===== src/rtl/dma_chain_seq.sv =====
module dma_chain_seq #(
  parameter int W = 32
) (
  input  logic         clk,
  input  logic         rst_n,
  input  logic         sw_wr,
  input  logic [2:0]   sw_sel,
  input  logic [W-1:0] sw_wdata,
  input  logic         trig,
  output logic         mem_req,
  output logic [W-1:0] mem_addr,
  input  logic         mem_rvalid,
  input  logic [W-1:0] mem_rdata,
  output logic         cell_go,
  input  logic         cell_done,
  output logic         ch_en,
  output logic         ch_llen,
  output logic         ch_cast,
  output logic [W-1:0] ch_nxt,
  output logic [W-1:0] ch_ssa,
  output logic [W-1:0] ch_dsa,
  output logic [W-1:0] ch_blksz,
  output logic [W-1:0] ch_csz
);
  localparam int STEP   = W / 8;
  localparam int NOPT   = 4;
  localparam int EN_BIT = 8;
  localparam int LL_BIT = 9;
  localparam logic [2:0] SEL_CTRL = 3'd5;

  typedef enum logic [2:0] {S_IDLE, S_NXT, S_CFG, S_OPT, S_ARM, S_XFER} st_t;
  st_t st;

  logic [W-1:0]    fa, nxt_tmp, xcnt;
  logic [NOPT-1:0] pend;
  logic            d_en, d_ll, trig_q;

  wire             trig_edge = trig & ~trig_q;
  wire [NOPT-1:0]  pick      = pend & (~pend + 1'b1);
  wire [NOPT-1:0]  pend_nx   = pend & (pend - 1'b1);
  wire [W-1:0]     xsum      = xcnt + ch_csz;
  wire             last      = xsum >= ch_blksz;
  wire             cfg_done  = st == S_CFG && mem_rvalid && mem_rdata[NOPT-1:0] == '0;
  wire             opt_done  = st == S_OPT && mem_rvalid && pend_nx == '0;
  wire             commit    = cfg_done | opt_done;
  wire             c_en      = cfg_done ? mem_rdata[EN_BIT] : d_en;
  wire             c_ll      = cfg_done ? mem_rdata[LL_BIT] : d_ll;

  assign mem_req  = st == S_NXT || st == S_CFG || st == S_OPT;
  assign mem_addr = fa;

  always_ff @(posedge clk or negedge rst_n) begin
    if (!rst_n) begin
      st <= S_IDLE;
      fa <= '0;
      nxt_tmp <= '0;
      xcnt <= '0;
      pend <= '0;
      d_en <= 1'b0;
      d_ll <= 1'b0;
      trig_q <= 1'b0;
      cell_go <= 1'b0;
      ch_en <= 1'b0;
      ch_llen <= 1'b0;
      ch_cast <= 1'b0;
      ch_nxt <= '0;
      ch_ssa <= '0;
      ch_dsa <= '0;
      ch_blksz <= '0;
      ch_csz <= '0;
    end else begin
      trig_q  <= trig;
      cell_go <= 1'b0;

      if (sw_wr) begin
        case (sw_sel)
          3'd0: ch_nxt   <= sw_wdata;
          3'd1: ch_ssa   <= sw_wdata;
          3'd2: ch_dsa   <= sw_wdata;
          3'd3: ch_blksz <= sw_wdata;
          3'd4: ch_csz   <= sw_wdata;
          SEL_CTRL: begin
            ch_llen <= sw_wdata[0];
            ch_cast <= sw_wdata[1];
          end
          default: ;
        endcase
      end

      case (st)
        S_IDLE:
          if (sw_wr && sw_sel == SEL_CTRL && sw_wdata[0]) begin
            fa <= ch_nxt;
            st <= S_NXT;
          end
        S_NXT:
          if (mem_rvalid) begin
            nxt_tmp <= mem_rdata;
            fa <= fa + STEP;
            st <= S_CFG;
          end
        S_CFG:
          if (mem_rvalid) begin
            d_en <= mem_rdata[EN_BIT];
            d_ll <= mem_rdata[LL_BIT];
            pend <= mem_rdata[NOPT-1:0];
            fa <= fa + STEP;
            st <= S_OPT;
          end
        S_OPT:
          if (mem_rvalid) begin
            if (pick[0]) ch_ssa   <= mem_rdata;
            if (pick[1]) ch_dsa   <= mem_rdata;
            if (pick[2]) ch_blksz <= mem_rdata;
            if (pick[3]) ch_csz   <= mem_rdata;
            pend <= pend_nx;
            fa <= fa + STEP;
          end
        S_ARM:
          if (trig_edge) begin
            cell_go <= 1'b1;
            st <= S_XFER;
          end
        S_XFER:
          if (cell_done) begin
            if (last) begin
              xcnt  <= '0;
              ch_en <= 1'b0;
              if (ch_llen) begin
                fa <= ch_nxt;
                st <= S_NXT;
              end else begin
                st <= S_IDLE;
              end
            end else begin
              xcnt <= xsum;
              if (ch_cast) cell_go <= 1'b1;
              else st <= S_ARM;
            end
          end
        default: st <= S_IDLE;
      endcase

      if (commit) begin
        ch_nxt  <= nxt_tmp;
        ch_en   <= c_en;
        ch_llen <= c_ll;
        st      <= c_en ? S_ARM : S_IDLE;
      end
    end
  end

  AST_FETCH_DISARMED: assert property (@(posedge clk) disable iff (!rst_n)
    mem_req |-> !ch_en);
  AST_GO_NEEDS_EN: assert property (@(posedge clk) disable iff (!rst_n)
    cell_go |-> ch_en);
  AST_DROP_DISARMED: assert property (@(posedge clk) disable iff (!rst_n)
    (trig_edge && !ch_en) |=> !cell_go);
  AST_GO_PULSE: assert property (@(posedge clk) disable iff (!rst_n)
    cell_go |=> !cell_go);
  AST_EN_CLEARS: assert property (@(posedge clk) disable iff (!rst_n)
    (st == S_XFER && cell_done && last) |=> !ch_en);
  AST_IDLE_NO_FETCH: assert property (@(posedge clk) disable iff (!rst_n)
    (st == S_XFER && cell_done && last && !ch_llen) |=> !mem_req);
endmodule


===== config.mk =====
export PLATFORM = sky130hd
export DESIGN_NAME = dma_chain_seq
export DESIGN_NICKNAME = d
export VERILOG_FILES = /design/src/rtl/dma_chain_seq.sv
export SDC_FILE = /design/constraint.sdc
export NUM_CORES = 1
export LEC_CHECK = 0
export BUFFER_PORTS_ARGS = -buffer_cell sky130_fd_sc_hd__clkbuf_2
export CAP_MARGIN = 40
export CORE_MARGIN = 4
export CORE_UTILIZATION = 30
export DETAILED_ROUTE_END_ITERATION = 12
export PLACE_DENSITY_LB_ADDON = 0.08
export SYNTH_ARGS = -nofsm -noshare
export SYNTH_HDL_FRONTEND = slang
export SYNTH_SLANG_ARGS = --single-unit

===== constraint.sdc =====
create_clock -name clk -period 5.2 [get_ports clk]
set_clock_uncertainty 0.2 [all_clocks]
set_input_delay 1.04 -clock clk [delete_from_list [all_inputs] [get_ports clk]]
set_output_delay 1.04 -clock clk [all_outputs]
set_load 0.02 [all_outputs]

==> impl_results.md <==
* Final Core Density at 37.7%
* Final Critical Period at 4940 ps
* CP Capture Type: flop
* R2R Setup Slk at 260 ps
* Max VDD drop at 0.000210 V
* Net count, final at 1978
* Fmax at 0.202 GHz
* Met3 GRT Util at 3.91%
* Global Route Usage Sum at 20.9%
* Post-Syn Nets at 1711
* Post-DR wirelength/cell at 22.6 um
* WHS at 274 ps
* Sequential-to-total area share from yosys stat at 44.9%
* Vias per cell at 5.12
* Fin. Hold Viols at 0
* Pwr Density at 623 mW/mm^2
* TritonCTS clock tree: done
* Total power at 11.5 mW
* Crit Path Category: reg2reg
* Worst slew margin at 44.5%
* Startpoint types: flop
* TritonCTS Buffers at 36
* # rows at 81
* Tcrit/Tclk final at 95.1%
* CP required at 5420 ps
* First-pass GRT wire length at 85700 um
* Leak at 8.63 nW
* Initial drt markers at 767
* GR Overflow Total at 0
* Setup crit start: ch_csz[0]
* Port bufs at 269
* Met1 GRT Util at 29.4%
* CP Max Fanout at 10
* Slew Viols, Final at 0
* H-tree depth at 2
* Antenna-violating nets left at 0
* Hold path start: xcnt[19]
* DR DRC count at 0
* Worst-case reg-to-reg path depth at 19
* Die W at 232 um
* WL final at 57200 um
* Worst hold path depth at 2
* Post-Syn Area per Cell at 9.57 um^2
* Worst-margin pin slew at 830 ps
* Clk root buf: clkbuf_16
* Die ar. at 0.0538 mm^2
* Final HPWL DP at 42600 um
* Fin worst setup slack at 257 ps
* Yosys warning count at 0
* Fraction of synthesis flops using an asynchronous set or reset pin at 100%
* Unique cell type count in the Yosys netlist at 77
* DRT Pass-1 Iters at 5
* Starting Density at 30.6%
* Arrival @ worst endpoint at 5170 ps
* DP Worst Slack at 37.0 ps
* Number of clock sinks at 270
* Mapped cell area at 0.0151 mm^2
* Worst Hold Class: reg2reg
* Status: finished, final reports clean
* Reg2Reg Launch Point: ch_csz[0]
* GP Congestion at 0.833
* Synth-to-Final Area Change at 23.2%
* Max clock buf depth at 3
* Met2 usage at 33.6%
* Post-synth EDFFs at 0
* Max Cap Viol at 0
* Boundary Pins at 270
* Core area at 0.0493 mm^2
* Endpoints failing setup at 0
* Hold Path End: xcnt[19]
* Share of cells above drive strength 1 at 23.8%
* Worst skew pair latency at 550 ps
* # hold bufs at CTS at 0
* Top_reg_cell synth: dfrtp_1
* Clock transition at path regs at 60 ps
* Busiest grt layer: met2
* Register bit count reported by yosys at 270
* Largest net degree at the start of global routing at 88
* Height of the die at 232 um
* Vias at 12.9k
* Reg2reg end: mem_addr[4]
* Initial antenna violation count at 5
* Vias in the first global route at 12.9k
* Gate Count Post-Synth at 1573
logic make-up (layout without fill, tap and decap cells):
logic type                 count (synthesis)  after routing  synth area share, %
xor gates and xnor gates                  29             29                 1.69
AOI/OAI and AO/OA                        451            451                 18.2
adders and majority gates                 66             66                 5.52
other                                      0              2                    0
DFF                                      270            270                 44.9
buffers and inverters                    154            443                 3.97
muxes                                    198            198                 13.5
and+or+nand+nor                          405            405                 12.3
timing repair:
item	in CTS	in global routing
gates resized for setup	0	14
setup endpoints to repair	0	54
buffers inserted	0	3
synth_stat cells (6+ instances only):
library cell  number  area [um^2]
dfrtp_1          270         6760
a21oi_1          215         1080
nor2_1           169          634
mux2i_1          161         1610
nand2_1          104          390
o21ai_0           73          365
clkbuf_1          68          255
inv_1             68          255
ha_1              64          801
mux2_2            35          394
nor3_1            28          140
nand3_1           25          125
a21o_1            24          180
xnor2_1           23          201
a22o_1            18          158
o22ai_1           17          106
buf_2             16         80.1
and3_1            13         81.3
nand4_1           13         81.3
a22oi_1           12         90.1
nand2b_1          11         68.8
a31oi_1            9         56.3
o21bai_1           9         67.6
o21ai_1            8         40.0
a211oi_1           7         52.6
a2bb2oi_1          7         61.3
and2_1             6         37.5
xor2_1             6         52.6
state kept, by name (all words and copies together) (netlist names), 3 cells and up:
signal	flops
ch_nxt	32
ch_csz	32
st	3
ch_blksz	32
ch_ssa	32
nxt_tmp	32
xcnt	32
mem_addr	32
pend	4
ch_dsa	32
cells in the final DEF (no fill, tap or decap), types with 7 or more instances in the layout:
cell type / synthesis / final
dfrtp_1: 270 / 270
buf_4: 0 / 41
o22ai_1: 17 / 17
clkbuf_8: 0 / 7
a31oi_1: 9 / 9
nor2_1: 169 / 167
nor3_1: 28 / 25
a21oi_1: 215 / 213
nand2_1: 104 / 103
o21ai_0: 73 / 72
ha_1: 64 / 63
a2bb2oi_1: 7 / 7
clkbuf_16: 0 / 37
nand3_1: 25 / 24
and3_1: 13 / 12
xnor2_1: 23 / 23
o21ai_1: 8 / 8
inv_1: 68 / 68
clkbuf_2: 0 / 268
a21o_1: 24 / 24
nand4_1: 13 / 13
mux2_2: 35 / 35
a22oi_1: 12 / 11
mux2i_1: 161 / 161
a22o_1: 18 / 18
o21bai_1: 9 / 9
nand2b_1: 11 / 11
critical path: stages (launching register included):
cell and delay [ps]:
dfrtp_1 350, ha_2 200, inv_1 60, fa_2 360, nor2b_2 150, o2111ai_1 150
and4b_2 300, o211ai_2 220, a41o_1 290, a41oi_1 160, xnor2_1 190, ha_1 310
nand4_1 130, a2111o_1 390, buf_4 160, a2111o_1 340, a21oi_4 220, nor2_2 120
buf_4 210, a221o_1 340
through the flow:
step,instances,setup TNS (ps),area (um^2)
5_1_grt,2526,-4.98,18500
3_5_place_dp,2463,0,17300
4_1_cts,2523,0,18500
2_1_floorplan,1573,0,15100
3_3_place_gp,2460,-777,17300
6_report,2528,0,18500
metal layers:
layer  part of all wire [%]  wire, um
met1                     47     26700
met4                    1.7       971
met5                      0         0
met3                    5.2      3000
met2                     46     26500
area by class of cell:
class / instances / area, um^2
fillers: 5082 / 30700
multi-input cells: 1149 / 7800
flip-flops and latches: 270 / 6760
repair buffers: 315 / 1750
clock buffers: 50 / 1040
well taps: 664 / 831
inverters: 68 / 255
clock inverters: 10 / 105
diodes: 2 / 5.00
how the worst max path moves through the flow:
stage | to | depth (start not counted)
floorplan | mem_addr[4] | 19
finish | mem_addr[4] | 19
global route | mem_addr[4] | 18
detailed placement | mem_addr[4] | 19
global placement | mem_addr[22] | 17
CTS | mem_addr[1] | 19
where the power goes:
part | internal [mW] | leakage [nW] | switching [mW]
sequential | 2.85 | 3.30 | 0.815
clock | 1.49 | 0.565 | 0.988
combinational | 2.12 | 4.77 | 3.27
Power figures use the tool's default switching activity.
